<file path="src/rtl/trim_pkg.sv">
// Package: shared local-offset encoding for the paired trim bank.
// Assumes each instance occupies an 8-byte window of the register map.
package trim_pkg;
    localparam int LOC_W = 3;
    localparam logic [LOC_W-1:0] LOC_OFF0   = 3'd0;
    localparam logic [LOC_W-1:0] LOC_OFF1   = 3'd1;
    localparam logic [LOC_W-1:0] LOC_GAIN0  = 3'd2;
    localparam logic [LOC_W-1:0] LOC_GAIN1  = 3'd3;
    localparam logic [LOC_W-1:0] LOC_STATUS = 3'd4;

    typedef struct packed {
        logic wr0;
        logic wr1;
    } pair_wr_t;
endpackage

</file>
<file path="src/rtl/trim_pair.sv">
// Module: one linked pair of trim registers.
// A channel 0 write also lands in channel 1 while the link flag is set.
// A channel 1 write clears the flag, and only reset sets it again.
// Assumes that wr0 and wr1 are never both high, because the bus carries one address per cycle.
module trim_pair #(
    parameter int DATA_W = 8
) (
    input  logic              clk,
    input  logic              rst_n,
    input  trim_pkg::pair_wr_t wr,
    input  logic [DATA_W-1:0] wdata,
    output logic [DATA_W-1:0] ch0,
    output logic [DATA_W-1:0] ch1,
    output logic              linked
);
    // Channel 0 register: follows direct channel 0 writes only.
    always_ff @(posedge clk) begin
        if (!rst_n) begin
            ch0 <= '0;
        end else if (wr.wr0) begin
            ch0 <= wdata;
        end
    end

    // Channel 1 register and link flag: a direct write wins and unlinks; otherwise mirror while linked.
    always_ff @(posedge clk) begin
        if (!rst_n) begin
            ch1    <= '0;
            linked <= 1'b1;
        end else if (wr.wr1) begin
            ch1    <= wdata;
            linked <= 1'b0;
        end else if (wr.wr0 && linked) begin
            ch1    <= wdata;
        end
    end
endmodule

</file>
<file path="src/rtl/trim_instance.sv">
// Module: the offset pair and gain pair of one converter instance, with local decode.
// Assumes sel is high only when the bus address falls inside this instance's window.
// rd_val is the combinational read value for the local offset. It is zero for unmapped offsets.
module trim_instance #(
    parameter int DATA_W = 8
) (
    input  logic                       clk,
    input  logic                       rst_n,
    input  logic                       sel,
    input  logic                       we,
    input  logic [trim_pkg::LOC_W-1:0] loc,
    input  logic [DATA_W-1:0]          wdata,
    output logic [DATA_W-1:0]          off0,
    output logic [DATA_W-1:0]          off1,
    output logic [DATA_W-1:0]          gain0,
    output logic [DATA_W-1:0]          gain1,
    output logic                       off_linked,
    output logic                       gain_linked,
    output logic [DATA_W-1:0]          rd_val
);
    import trim_pkg::*;

    pair_wr_t off_wr;
    pair_wr_t gain_wr;

    // Write decode: turn the local offset into per-register write strobes.
    always_comb begin
        off_wr.wr0  = sel && we && (loc == LOC_OFF0);
        off_wr.wr1  = sel && we && (loc == LOC_OFF1);
        gain_wr.wr0 = sel && we && (loc == LOC_GAIN0);
        gain_wr.wr1 = sel && we && (loc == LOC_GAIN1);
    end

    trim_pair #(.DATA_W(DATA_W)) u_off (
        .clk(clk), .rst_n(rst_n), .wr(off_wr), .wdata(wdata),
        .ch0(off0), .ch1(off1), .linked(off_linked)
    );

    trim_pair #(.DATA_W(DATA_W)) u_gain (
        .clk(clk), .rst_n(rst_n), .wr(gain_wr), .wdata(wdata),
        .ch0(gain0), .ch1(gain1), .linked(gain_linked)
    );

    // Read select: pick the stored per-channel value or the link status.
    always_comb begin
        rd_val = '0;
        unique case (loc)
            LOC_OFF0:   rd_val = off0;
            LOC_OFF1:   rd_val = off1;
            LOC_GAIN0:  rd_val = gain0;
            LOC_GAIN1:  rd_val = gain1;
            LOC_STATUS: rd_val = DATA_W'({gain_linked, off_linked});
            default:    rd_val = '0;
        endcase
    end
endmodule

</file>
<file path="src/rtl/trim_read_port.sv">
// Module: registered read data path.
// Latches the selected instance's read value on a read strobe and returns 0 when no instance is hit.
// Assumes inst_idx is in range whenever hit is high.
module trim_read_port #(
    parameter int DATA_W   = 8,
    parameter int NUM_INST = 2,
    localparam int IDX_W   = (NUM_INST > 1) ? $clog2(NUM_INST) : 1
) (
    input  logic                       clk,
    input  logic                       rst_n,
    input  logic                       re,
    input  logic                       hit,
    input  logic [IDX_W-1:0]           inst_idx,
    input  logic [NUM_INST*DATA_W-1:0] rd_vals,
    output logic [DATA_W-1:0]          rdata
);
    logic [DATA_W-1:0] sel_val;

    // Instance select: choose the read value of the addressed instance.
    always_comb begin
        sel_val = '0;
        for (int k = 0; k < NUM_INST; k++) begin
            if (hit && (int'(inst_idx) == k)) sel_val = rd_vals[k*DATA_W +: DATA_W];
        end
    end

    // Read register: update on a strobe, hold otherwise.
    always_ff @(posedge clk) begin
        if (!rst_n) begin
            rdata <= '0;
        end else if (re) begin
            rdata <= sel_val;
        end
    end
endmodule

</file>
<file path="src/rtl/trim_bank.sv">
// Module: top of the paired-channel trim register bank.
// Splits the bus address into an instance index and a local offset, and fans writes out
// to NUM_INST instances. Trims leave as flat vectors with instance k at [k*DATA_W +: DATA_W].
// Assumes a single-port bus: one access per cycle, synchronous active-low reset.
module trim_bank #(
    parameter int DATA_W   = 8,
    parameter int ADDR_W   = 5,
    parameter int NUM_INST = 2
) (
    input  logic                       clk,
    input  logic                       rst_n,
    input  logic [ADDR_W-1:0]          bus_addr,
    input  logic                       bus_we,
    input  logic                       bus_re,
    input  logic [DATA_W-1:0]          bus_wdata,
    output logic [DATA_W-1:0]          bus_rdata,
    output logic [NUM_INST*DATA_W-1:0] offset_ch0,
    output logic [NUM_INST*DATA_W-1:0] offset_ch1,
    output logic [NUM_INST*DATA_W-1:0] gain_ch0,
    output logic [NUM_INST*DATA_W-1:0] gain_ch1
);
    import trim_pkg::*;

    localparam int INST_W = ADDR_W - LOC_W;
    localparam int IDX_W  = (NUM_INST > 1) ? $clog2(NUM_INST) : 1;

    logic [LOC_W-1:0]           loc;
    logic [INST_W-1:0]          inst_field;
    logic                       hit;
    logic [NUM_INST*DATA_W-1:0] rd_vals;
    logic [NUM_INST-1:0]        off_link;
    logic [NUM_INST-1:0]        gain_link;

    // Address split: local offset in the low bits, instance number above.
    always_comb begin
        loc        = bus_addr[LOC_W-1:0];
        inst_field = bus_addr[ADDR_W-1:LOC_W];
        hit        = int'(inst_field) < NUM_INST;
    end

    for (genvar k = 0; k < NUM_INST; k++) begin : g_inst
        logic sel_k;
        // Instance hit: this window is addressed.
        always_comb sel_k = (int'(inst_field) == k);

        trim_instance #(.DATA_W(DATA_W)) u_inst (
            .clk        (clk),
            .rst_n      (rst_n),
            .sel        (sel_k),
            .we         (bus_we),
            .loc        (loc),
            .wdata      (bus_wdata),
            .off0       (offset_ch0[k*DATA_W +: DATA_W]),
            .off1       (offset_ch1[k*DATA_W +: DATA_W]),
            .gain0      (gain_ch0[k*DATA_W +: DATA_W]),
            .gain1      (gain_ch1[k*DATA_W +: DATA_W]),
            .off_linked (off_link[k]),
            .gain_linked(gain_link[k]),
            .rd_val     (rd_vals[k*DATA_W +: DATA_W])
        );
    end

    trim_read_port #(.DATA_W(DATA_W), .NUM_INST(NUM_INST)) u_rd (
        .clk     (clk),
        .rst_n   (rst_n),
        .re      (bus_re),
        .hit     (hit),
        .inst_idx(IDX_W'(inst_field)),
        .rd_vals (rd_vals),
        .rdata   (bus_rdata)
    );
endmodule

</file>
<file path="config.mk">
export PLATFORM = sky130hd
export DESIGN_NAME = trim_bank
export DESIGN_NICKNAME = d
export VERILOG_FILES = /design/src/rtl/trim_pkg.sv /design/src/rtl/trim_pair.sv /design/src/rtl/trim_instance.sv /design/src/rtl/trim_read_port.sv /design/src/rtl/trim_bank.sv
export SDC_FILE = /design/constraint.sdc
export NUM_CORES = 1
export LEC_CHECK = 0
export ABC_AREA = 1
export BUFFER_PORTS_ARGS = -buffer_cell sky130_fd_sc_hd__buf_2
export CAP_MARGIN = 20
export CORE_ASPECT_RATIO = 0.75
export CORE_MARGIN = 4
export CORE_UTILIZATION = 50
export DETAILED_ROUTE_END_ITERATION = 7
export HOLD_SLACK_MARGIN = 0.06
export PLACE_DENSITY = 0.73
export SYNTH_ARGS = -nofsm -noshare
export SYNTH_HDL_FRONTEND = slang
export SYNTH_SLANG_ARGS = --single-unit
</file>
<file path="constraint.sdc">
create_clock -name clk -period 2.64 [get_ports clk]
set_clock_uncertainty 0.1 [all_clocks]
set_input_delay 0.264 -clock clk [delete_from_list [all_inputs] [get_ports clk]]
set_output_delay 0.264 -clock clk [all_outputs]
set_load 0.01 [all_outputs]
</file>
==> impl_metrics.tcl <==
set metrics [dict create \
    cts_resized 0 \
    synth-seq-cells 76 \
    max_slew_margin_pct 52.75 \
    hp-start "bus_wdata[2]" \
    r2r_end "g_inst[1].u_inst.u_gain.ch1[3]" \
    die_h_um 79.96 \
    hold_class "in -> reg" \
    hold_violations 0 \
    status "completed" \
    area_growth_pct 17.90 \
    start_util_pct 53.06 \
    ctsHoldBuffers 0 \
    grt_pass1_wl_um 16110 \
    critical_path_arrival_ns 2.09 \
    dieArea_um2 8311 \
    rows 25 \
    start_kind "primary input" \
    antenna_left 0 \
    grtUsageMet1_pct 30.92 \
    diodes 0 \
    crit_fanout 21 \
    grt_util_met2_pct 39.75 \
    synth_warnings 0 \
    power_density_nw_per_um2 558.4 \
    io_buffer_count 88 \
    drt_iter0_markers 267 \
    busiest_layer "met2" \
    grtUsageTotal_pct 24.14 \
    cp-end-kind "flop" \
    syn-cell-area_um2 3452 \
    grt_max_degree 33 \
    grtUsageMet3_pct 7.276 \
    cts-root-buf "clkbuf_8" \
    die_w_um 103.9 \
    crit_type "in -> reg" \
    gr-total-overflow 0 \
    synth_nets 500 \
    drc 0 \
    io_pins 89 \
    reg2reg_depth 3 \
    synth.avg_cell_area_um2 7.147 \
    clk_path_buf_depth 2 \
    fin_crit_sh_pct 75.10 \
    wl_um 9821 \
    swShare_pct 24.80 \
    cts_buffers 9 \
    clock_sinks 76 \
    yosysUniqueCellTypes 22 \
    finalSetupViolCount 0 \
    max_freq_mhz 504.4 \
    worstHoldEndpoint "g_inst[1].u_inst.u_gain.ch1[2]" \
    p_leak_nw 2.032 \
    h-tree-depth 3 \
    clkPwrFrac_pct 38.9 \
    place_hpwl_um 7184 \
    clkSlewWorstSetupHoldPaths_ns 0.08 \
    internal-power_w 0.001709 \
    post_drt_wl_per_cell_um 15.20 \
    grt_pass1_vias 3310 \
    worstSkewPairLatency_ns 0.35 \
    postCtsSetupBuffers 0 \
    cap_violations 0 \
    worstMarginPinSlew_ns 0.7088 \
    critical_path.startpoint "bus_addr[2]" \
    pwr-share-seq_pct 52.3 \
    layout-drive-gt1-share_pct 23.19 \
    nets 579 \
    r2r_setup_slack_ns 1.18 \
    period_needed_ns 1.983 \
    holdPathStages 3 \
    switchingPower_w 0.0005637 \
    synth_seq_area_share_pct 44.07 \
    firstDrtPassIters 5 \
    cts_tree "built" \
    ir_drop_v 0.0004024 \
    syn_inst 483 \
    r2r-start "g_inst[1].u_inst.u_gain.linked" \
    vias 3492 \
    fin_hold_ws_ns 0.1196 \
    gp_congestion 0.8722 \
    rsz0062_at_grt "no" \
    combPwrFrac_pct 8.8 \
    setup_tns_ns 0 \
    coreArea_um2 6506 \
    antenna_found_initial 0 \
    maxSlewViolCount 0 \
    worstPathRequired_ns 2.74 \
    viasPerCell 5.406 \
]
[metrics by stage]
stage	setup WS [ns]	std cells	instance area, µm²	power [W]	util (%)
after global routing	0.4960	646	4070	0.002360	62.56
after global placement	0.5618	632	3880	0.001407	59.63
after CTS	0.7023	646	4070	0.002287	62.56
after detailed placement	0.3523	632	3880	0.001414	59.63
final	0.6573	646	4070	0.002273	62.56
after floorplan	1.182	483	3452	0.001340	-
[flip-flops by register name (all words and copies together) (netlist names)]
register	cells
g_inst.u_inst.u_gain.ch0	16
g_inst.u_inst.u_off.ch1	16
g_inst.u_inst.u_gain.linked	2
g_inst.u_inst.u_off.ch0	16
g_inst.u_inst.u_gain.ch1	16
u_rd.rdata	8
g_inst.u_inst.u_off.linked	2
[cell usage after synthesis, drive strengths merged]
master  instances  area share (%)
clkbuf          9            0.98
o21bai          2            0.43
nand4           6             1.1
nand2          83             9.7
inv            68             7.4
o21ai          71              11
dfxtp          76              44
nor2           55             7.8
a21oi          71              11
buf            14             3.0
nand3          28             4.5
[layer usage]
metal / share of wire, % / wire [µm]
met1: 42 / 4133
met2: 47 / 4624
met3: 9.4 / 921
met4: 1.4 / 141
met5: 0 / 0
[cell type report]
cell class	instances	area, µm²
flip-flops and latches	76	1521
clock inverters	2	35.03
well taps	81	101.3
multi-input cells	316	1539
clock buffers	12	155.1
inverters	68	255.2
fillers	610	2436
repair buffers	91	462.9
[worst max path at each step]
stage / to / depth (start not counted)
floorplan: g_inst[0].u_inst.u_gain.ch1[5] / 10
global placement: g_inst[1].u_inst.u_gain.ch1[0] / 7
detailed placement: g_inst[1].u_inst.u_gain.ch1[3] / 7
CTS: g_inst[1].u_inst.u_gain.ch1[3] / 7
global route: g_inst[1].u_inst.u_gain.ch1[6] / 7
finish: g_inst[1].u_inst.u_gain.ch1[3] / 7
[worst max-delay path: stages]
cell	delay [ns]
buf_2	0.13
inv_2	0.29
nand3_2	0.36
nor2_4	0.41
a21oi_2	0.27
o21ai_0	0.28
a21oi_1	0.07
[kinds of logic (layout without fill, tap and decap cells)]
group	Yosys count	count (layout)	synth area share, %
compound gates	144	144	21.57
buf+inv	91	173	11.34
simple gates	172	172	23.02
flops	76	76	44.07
[cell usage in the layout, fill, tap and decap left out]
cell	n
a21oi_2	3
nand4_1	6
o21ai_1	4
clkbuf_1	1
nand3_2	3
buf_4	3
nor2_8	1
a21oi_1	68
o21ai_2	2
inv_2	5
clkbuf_8	11
nand2_1	76
o21ai_0	65
nand2_4	1
inv_1	63
o21bai_1	2
nor2_1	48
clkinv_2	1
bufinv_16	1
buf_2	88
nand3_1	25
nor2_4	6
nand2_2	6
dfxtp_1	76
[power by group through the flow]
stage                     clock [W]  sequential [W]  combinational, W
final                      0.000884         0.00119          0.000200
after global routing       0.000947         0.00119          0.000221
after CTS                  0.000898         0.00119          0.000200
after detailed placement          0         0.00121          0.000199
after global placement            0         0.00121          0.000192
after floorplan                   0         0.00122          0.000116
Note: power is estimated with default switching activity, not from simulation.
